===== config.mk =====
export PLATFORM = sky130hd
export DESIGN_NAME = rx_irq_top
export DESIGN_NICKNAME = d
export VERILOG_FILES = /design/src/rtl/rx_irq_pkg.sv /design/src/rtl/rx_irq_ctrl.sv /design/src/rtl/rx_irq_data.sv /design/src/rtl/rx_irq_top.sv
export SDC_FILE = /design/constraint.sdc
export NUM_CORES = 1
export LEC_CHECK = 0
export BUFFER_PORTS_ARGS = -buffer_cell sky130_fd_sc_hd__buf_2
export CORE_AREA = 4 4 41 43
export DETAILED_ROUTE_END_ITERATION = 8
export DIE_AREA = 0 0 45 47
export SETUP_SLACK_MARGIN = 0.15
export SYNTH_ARGS = -nofsm -noshare
export SYNTH_HDL_FRONTEND = slang
export SYNTH_SLANG_ARGS = --single-unit

===== constraint.sdc =====
create_clock -name clk -period 1.2 [get_ports clk]
set_clock_uncertainty 0.2 [all_clocks]
set_input_delay 0.24 -clock clk [delete_from_list [all_inputs] [get_ports clk]]
set_output_delay 0.24 -clock clk [all_outputs]
set_load 0.05 [all_outputs]

===== src/rtl/rx_irq_pkg.sv =====
package rx_irq_pkg;

  localparam int MODE_W = 3;
  localparam logic [MODE_W-1:0] MODE_I2C = 3'b010;

  // Strobes from the control module to the flag datapath, valid for one cycle
  typedef struct packed {
    logic fullSet;
    logic fullClr;
    logic ovrSet;
    logic ovrClr;
    logic irqSet;
    logic irqClr;
  } rxStrobes_t;

endpackage


===== src/rtl/rx_irq_ctrl.sv =====
module rx_irq_ctrl
  import rx_irq_pkg::*;
#(
  parameter int MW = MODE_W,
  parameter logic [MW-1:0] I2C_CODE = MODE_I2C
) (
  input  logic          clk,
  input  logic          rst,
  input  logic          wordIn,
  input  logic          bufRead,
  input  logic [MW-1:0] modeSel,
  input  logic          irqWrEn,
  input  logic          irqWrData,
  input  logic          irqAck,
  input  logic          ovrClr,
  input  logic          bufFull,
  output rxStrobes_t    strobes
);

  logic isI2c;
  logic ovrHit;
  logic prevFull;
  logic ovrHitQ;
  logic fullRise;

  assign isI2c  = (modeSel == I2C_CODE);
  // a read in the same cycle frees the slot, so that case is not an overrun
  assign ovrHit = wordIn && bufFull && !bufRead;

  always_ff @(posedge clk) begin
    if (rst) begin
      prevFull <= 1'b0;
      ovrHitQ  <= 1'b0;
    end else begin
      prevFull <= bufFull;
      ovrHitQ  <= ovrHit && isI2c;
    end
  end

  assign fullRise = bufFull && !prevFull;

  always_comb begin
    strobes         = '0;
    strobes.fullSet = wordIn;
    strobes.fullClr = bufRead && !wordIn;
    strobes.ovrSet  = ovrHit;
    strobes.ovrClr  = ovrClr;
    strobes.irqSet  = fullRise || ovrHitQ;
    strobes.irqClr  = irqAck || (irqWrEn && !irqWrData);
  end

  // the edge detector produces a single-cycle set per rising transition
  assert_rise_single_R3: assert property (@(posedge clk) disable iff (rst)
    fullRise |=> !fullRise);

endmodule


===== src/rtl/rx_irq_data.sv =====
module rx_irq_data
  import rx_irq_pkg::*;
#(
  parameter logic UART_SEL = 1'b0
) (
  input  logic       clk,
  input  logic       rst,
  input  rxStrobes_t strobes,
  input  logic       srcSel,
  input  logic       altReq,
  output logic       bufFull,
  output logic       ovrErr,
  output logic       irqReq,
  output logic       sharedReq
);

  always_ff @(posedge clk) begin
    if (rst) begin
      bufFull <= 1'b0;
    end else if (strobes.fullSet) begin
      bufFull <= 1'b1;
    end else if (strobes.fullClr) begin
      bufFull <= 1'b0;
    end
  end

  always_ff @(posedge clk) begin
    if (rst) begin
      ovrErr <= 1'b0;
    end else if (strobes.ovrClr) begin
      ovrErr <= 1'b0;
    end else if (strobes.ovrSet) begin
      ovrErr <= 1'b1;
    end
  end

  // set dominates clear
  always_ff @(posedge clk) begin
    if (rst) begin
      irqReq <= 1'b0;
    end else if (strobes.irqSet) begin
      irqReq <= 1'b1;
    end else if (strobes.irqClr) begin
      irqReq <= 1'b0;
    end
  end

  generate
    if (UART_SEL == 1'b0) begin : g_selLow
      assign sharedReq = srcSel ? altReq : irqReq;
    end else begin : g_selHigh
      assign sharedReq = srcSel ? irqReq : altReq;
    end
  endgenerate

  // a set always wins over a simultaneous clear
  assert_set_wins_R9: assert property (@(posedge clk) disable iff (rst)
    (strobes.irqSet && strobes.irqClr) |=> irqReq);

  // overrun flag holds without a clear strobe
  assert_ovr_sticky_R7: assert property (@(posedge clk) disable iff (rst)
    (ovrErr && !strobes.ovrClr) |=> ovrErr);

endmodule


===== src/rtl/rx_irq_top.sv =====
module rx_irq_top
  import rx_irq_pkg::*;
(
  input  logic              clk,
  input  logic              rst,
  input  logic              wordIn,
  input  logic              bufRead,
  input  logic [MODE_W-1:0] modeSel,
  input  logic              irqWrEn,
  input  logic              irqWrData,
  input  logic              irqAck,
  input  logic              ovrClr,
  input  logic              srcSel,
  input  logic              altReq,
  output logic              bufFull,
  output logic              ovrErr,
  output logic              irqReq,
  output logic              sharedReq
);

  rxStrobes_t strobes;

  rx_irq_ctrl #(.MW(MODE_W), .I2C_CODE(MODE_I2C)) u_ctrl (
    .clk(clk), .rst(rst), .wordIn(wordIn), .bufRead(bufRead),
    .modeSel(modeSel), .irqWrEn(irqWrEn), .irqWrData(irqWrData),
    .irqAck(irqAck), .ovrClr(ovrClr), .bufFull(bufFull), .strobes(strobes)
  );

  rx_irq_data #(.UART_SEL(1'b0)) u_data (
    .clk(clk), .rst(rst), .strobes(strobes), .srcSel(srcSel),
    .altReq(altReq), .bufFull(bufFull), .ovrErr(ovrErr),
    .irqReq(irqReq), .sharedReq(sharedReq)
  );

  assert_word_fills_R1: assert property (@(posedge clk) disable iff (rst)
    wordIn |=> bufFull);

  assert_read_empties_R2: assert property (@(posedge clk) disable iff (rst)
    (bufRead && !wordIn) |=> !bufFull);

  assert_rise_raises_R3: assert property (@(posedge clk) disable iff (rst)
    $rose(bufFull) |=> irqReq);

  assert_ovr_flag_R4: assert property (@(posedge clk) disable iff (rst)
    (wordIn && bufFull && !bufRead && !ovrClr) |=> (ovrErr && bufFull));

  assert_i2c_ovr_req_R6: assert property (@(posedge clk) disable iff (rst)
    (wordIn && bufFull && !bufRead && modeSel == MODE_I2C) |=> ##1 irqReq);

  assert_reset_clear_R11: assert property (@(posedge clk)
    rst |=> (!bufFull && !ovrErr && !irqReq));

endmodule


==> impl_metrics.tcl <==
set metrics [dict create \
    post_synth_instance_area_sq_um 194 \
    r2r_setup_slack_ns 0.06 \
    final_antenna_net_count 0 \
    min_path_cells 2 \
    ys_seq_area_frac 0.516 \
    timing_hold_violations_final 0 \
    gp_routability_congestion 0.584 \
    max_freq_mhz 697 \
    crit_path_start_kind "flop" \
    global_route.overflow_total 0 \
    grtUsageTotal 0.0633 \
    crit_path_start "u_data.irqReq$_SDFFE_PP0P_" \
    worst_slack_ns -0.236 \
    power_leakage_nw 0.207 \
    clock_latency_ns 0.24 \
    power_frac_seq 0.364 \
    cellInternalPower_mw 0.358 \
    synth_top_area_frac 0.516 \
    place_area_sq_um 313 \
    worst_ir_drop_vdd_mv 0.847 \
    run_status "complete, but fails checks" \
    dr_total_vias 240 \
    hold-path-endpoint "u_data.bufFull$_SDFFE_PP0P_" \
    die_height_um 47 \
    first_pass_grt_wire_length_um 903 \
    nNetsFinal 59 \
    first_global_vias 217 \
    antenna_fix_cells 0 \
    synth_fp_nets 32 \
    grt_max_degree 6 \
    post-place-ws_ns -0.0733 \
    gr-max-usage-layer "met2" \
    final_max_slew_viol_count 0 \
    power.density_cell_area_nw_per_um2 1130 \
    routed_via_density 4.00 \
    critical_path_data_required_time_ns 0.76 \
    rr_endpoint "u_data.ovrErr$_SDFFE_PP0P_" \
    ff2ff_path_depth 4 \
    finalSetupViolCount 2 \
    cts-root-to-sink-buffers 2 \
    final.min_clock_period_ns 1.44 \
    critPathCaptureType "output port" \
    routedWlPerCell_um 9.57 \
    clockPowerShare 0.406 \
    area_growth_from_synthesis_to_layout_pct 121 \
    worst_path_cell_chain "mux2_4 > buf_6" \
    firstDrtPassIters 1 \
    use_met1 0.0616 \
    rsz0062_at_grt "yes" \
    use_met3 0.0613 \
    library_cells_used_by_synthesis 12 \
    power.switching_mw 0.127 \
    power.share.switching 0.262 \
    transition_time_of_the_tightest_slew_check_pin_ns 0.192 \
    antenna_found_initial 0 \
    cts_inserted_buffers 3 \
    average_cell_area_after_synthesis_sq_um 10.2 \
    holdCritStartpoint "rst" \
    starting_density 0.149 \
    die_area_sq_um 2120 \
    synth.yosys.warnings 0 \
    failed_checks "setup timing" \
    stdcell_area_sq_um 429 \
    netlist_top_cells_area "dfxtp_1 (52%), a21oi_1 (7.7%), nor4b_2 (7.7%)" \
    postRouteWirelength_um 574 \
    share_of_final_layout_standard_cells_stronger_than_drive_strength_1 0.711 \
    yosys_register_bits 5 \
    timing.max_slew.rel_slack 0.872 \
    die_width_um 45 \
    placed_cells_incl_taps 51 \
    drv_cap 0 \
    drt_first_iter_violations 0 \
    critPathArrivalTime_ns 1.00 \
    final.fill_count 144 \
    postSynthCellCount 19 \
    drc 0 \
    io_buffers 16 \
    worstReg2RegStart "u_data.bufFull$_SDFFE_PP0P_" \
    cp_max_delay_cell "dfxtp_4" \
    cts_htree_levels 1 \
    worst-setup-path-type "flop to output port" \
    synth_top_area_cell "dfxtp_1" \
    io_pins 17 \
    layout_worst_path_cycle_share 1.20 \
    tritoncts "built" \
    fin_cells 60 \
    tritoncts_sinks 5 \
    core_region_area_sq_um 1300 \
    number_of_cell_rows 13 \
    slowest_delay_ns 0.33 \
    critical_path.max_fanout 2 \
    clock_tree.root_cell "clkbuf_4" \
    power.combinational.fraction 0.230 \
    grtUsageMet2 0.105 \
    clk_transition_reported_paths_ns 0.05 \
    hold-worst-slack_ns 0.0199 \
    worstHoldPathType "input pin to flop" \
]
[repair_timing]
action,CTS,global route
hold buffers,1,0
resized for setup,14,1
gates cloned,0,0
buffers inserted,3,1
endpoints found under the hold margin,1,0
pin swaps,6,3
setup endpoints to repair,4,8
[state kept, by name (all words and copies together), names as in the netlist]
| register | flops |
|---|---|
| u_ctrl.prevFull | 1 |
| u_ctrl.ovrHitQ | 1 |
| u_data.irqReq | 1 |
| u_data.ovrErr | 1 |
| u_data.bufFull | 1 |
[layer usage]
layer / vias to the layer above / part of all wire
met5: - / 0
met4: 0 / 0
met3: 0 / 0.12
met2: 13 / 0.51
met1: 108 / 0.36
li1: 119 / -
[metrics by stage]
step	power (mW)	utilization	setup TNS (ns)
after floorplan	0.224	-	0
after global placement	0.256	0.240	-0.0717
after detailed placement	0.258	0.240	-0.0733
after CTS	0.489	0.322	-0.423
after global routing	0.510	0.330	-0.472
final	0.484	0.330	-0.421
[critical path: cells and delay by family (launching register included)]
kind / cells / cell delay, ns
mux: 1 / 0.27
flops: 1 / 0.33
buf+inv: 1 / 0.15
[kinds of logic after synthesis]
logic type,Yosys count,share of synthesized area
AO/OA/AOI/OAI,3,0.0774
buffers and inverters,1,0.0193
AND/OR/NAND/NOR,9,0.329
flip-flops,5,0.516
multiplexers,1,0.0581
[power by group through the flow]
stage               clock network, mW  logic, mW  registers, mW
floorplan                           0     0.0280          0.196
global placement                    0     0.0780          0.178
detailed placement                  0     0.0791          0.179
CTS                             0.203      0.110          0.176
global route                    0.213      0.119          0.178
finish                          0.197      0.111          0.176
[placed cells by master (no fill, tap or decap), types with 2 or more instances in the layout]
cell type   n
buf_2      12
clkbuf_4    3
dfxtp_4     2
buf_8       3
buf_6       3
a21oi_1     2
buf_4       3
dfxtp_1     2
[cell type report]
cell class / instances / area, sq um / share of cell area
Multi-Input combinational cell: 13 / 100 / 0.233
Timing Repair Buffer: 22 / 171 / 0.399
Inverter: 1 / 3.75 / 0.00875
Tap cell: 15 / 18.8 / 0.0437
Clock buffer: 4 / 26.3 / 0.0612
Sequential cell: 5 / 109 / 0.254
[synthesized netlist by cell type]
library cell / number
dfxtp_1: 5
a21oi_1: 3
nor2_1: 2
and2b_1: 1
and2b_2: 1
and3_1: 1
inv_1: 1
mux2_2: 1
nand2b_1: 1
nand3b_1: 1
nor3_1: 1
nor4b_2: 1
[how the worst max path moves through the flow]
stage | to | slack [ns] | depth (start not counted)
final | sharedReq | -0.24 | 2
after global routing | sharedReq | -0.26 | 2
after CTS | sharedReq | -0.24 | 2
after detailed placement | sharedReq | -0.07 | 3
after global placement | sharedReq | -0.07 | 3
after floorplan | sharedReq | 0.01 | 1
(Power assumes the default switching activity.)
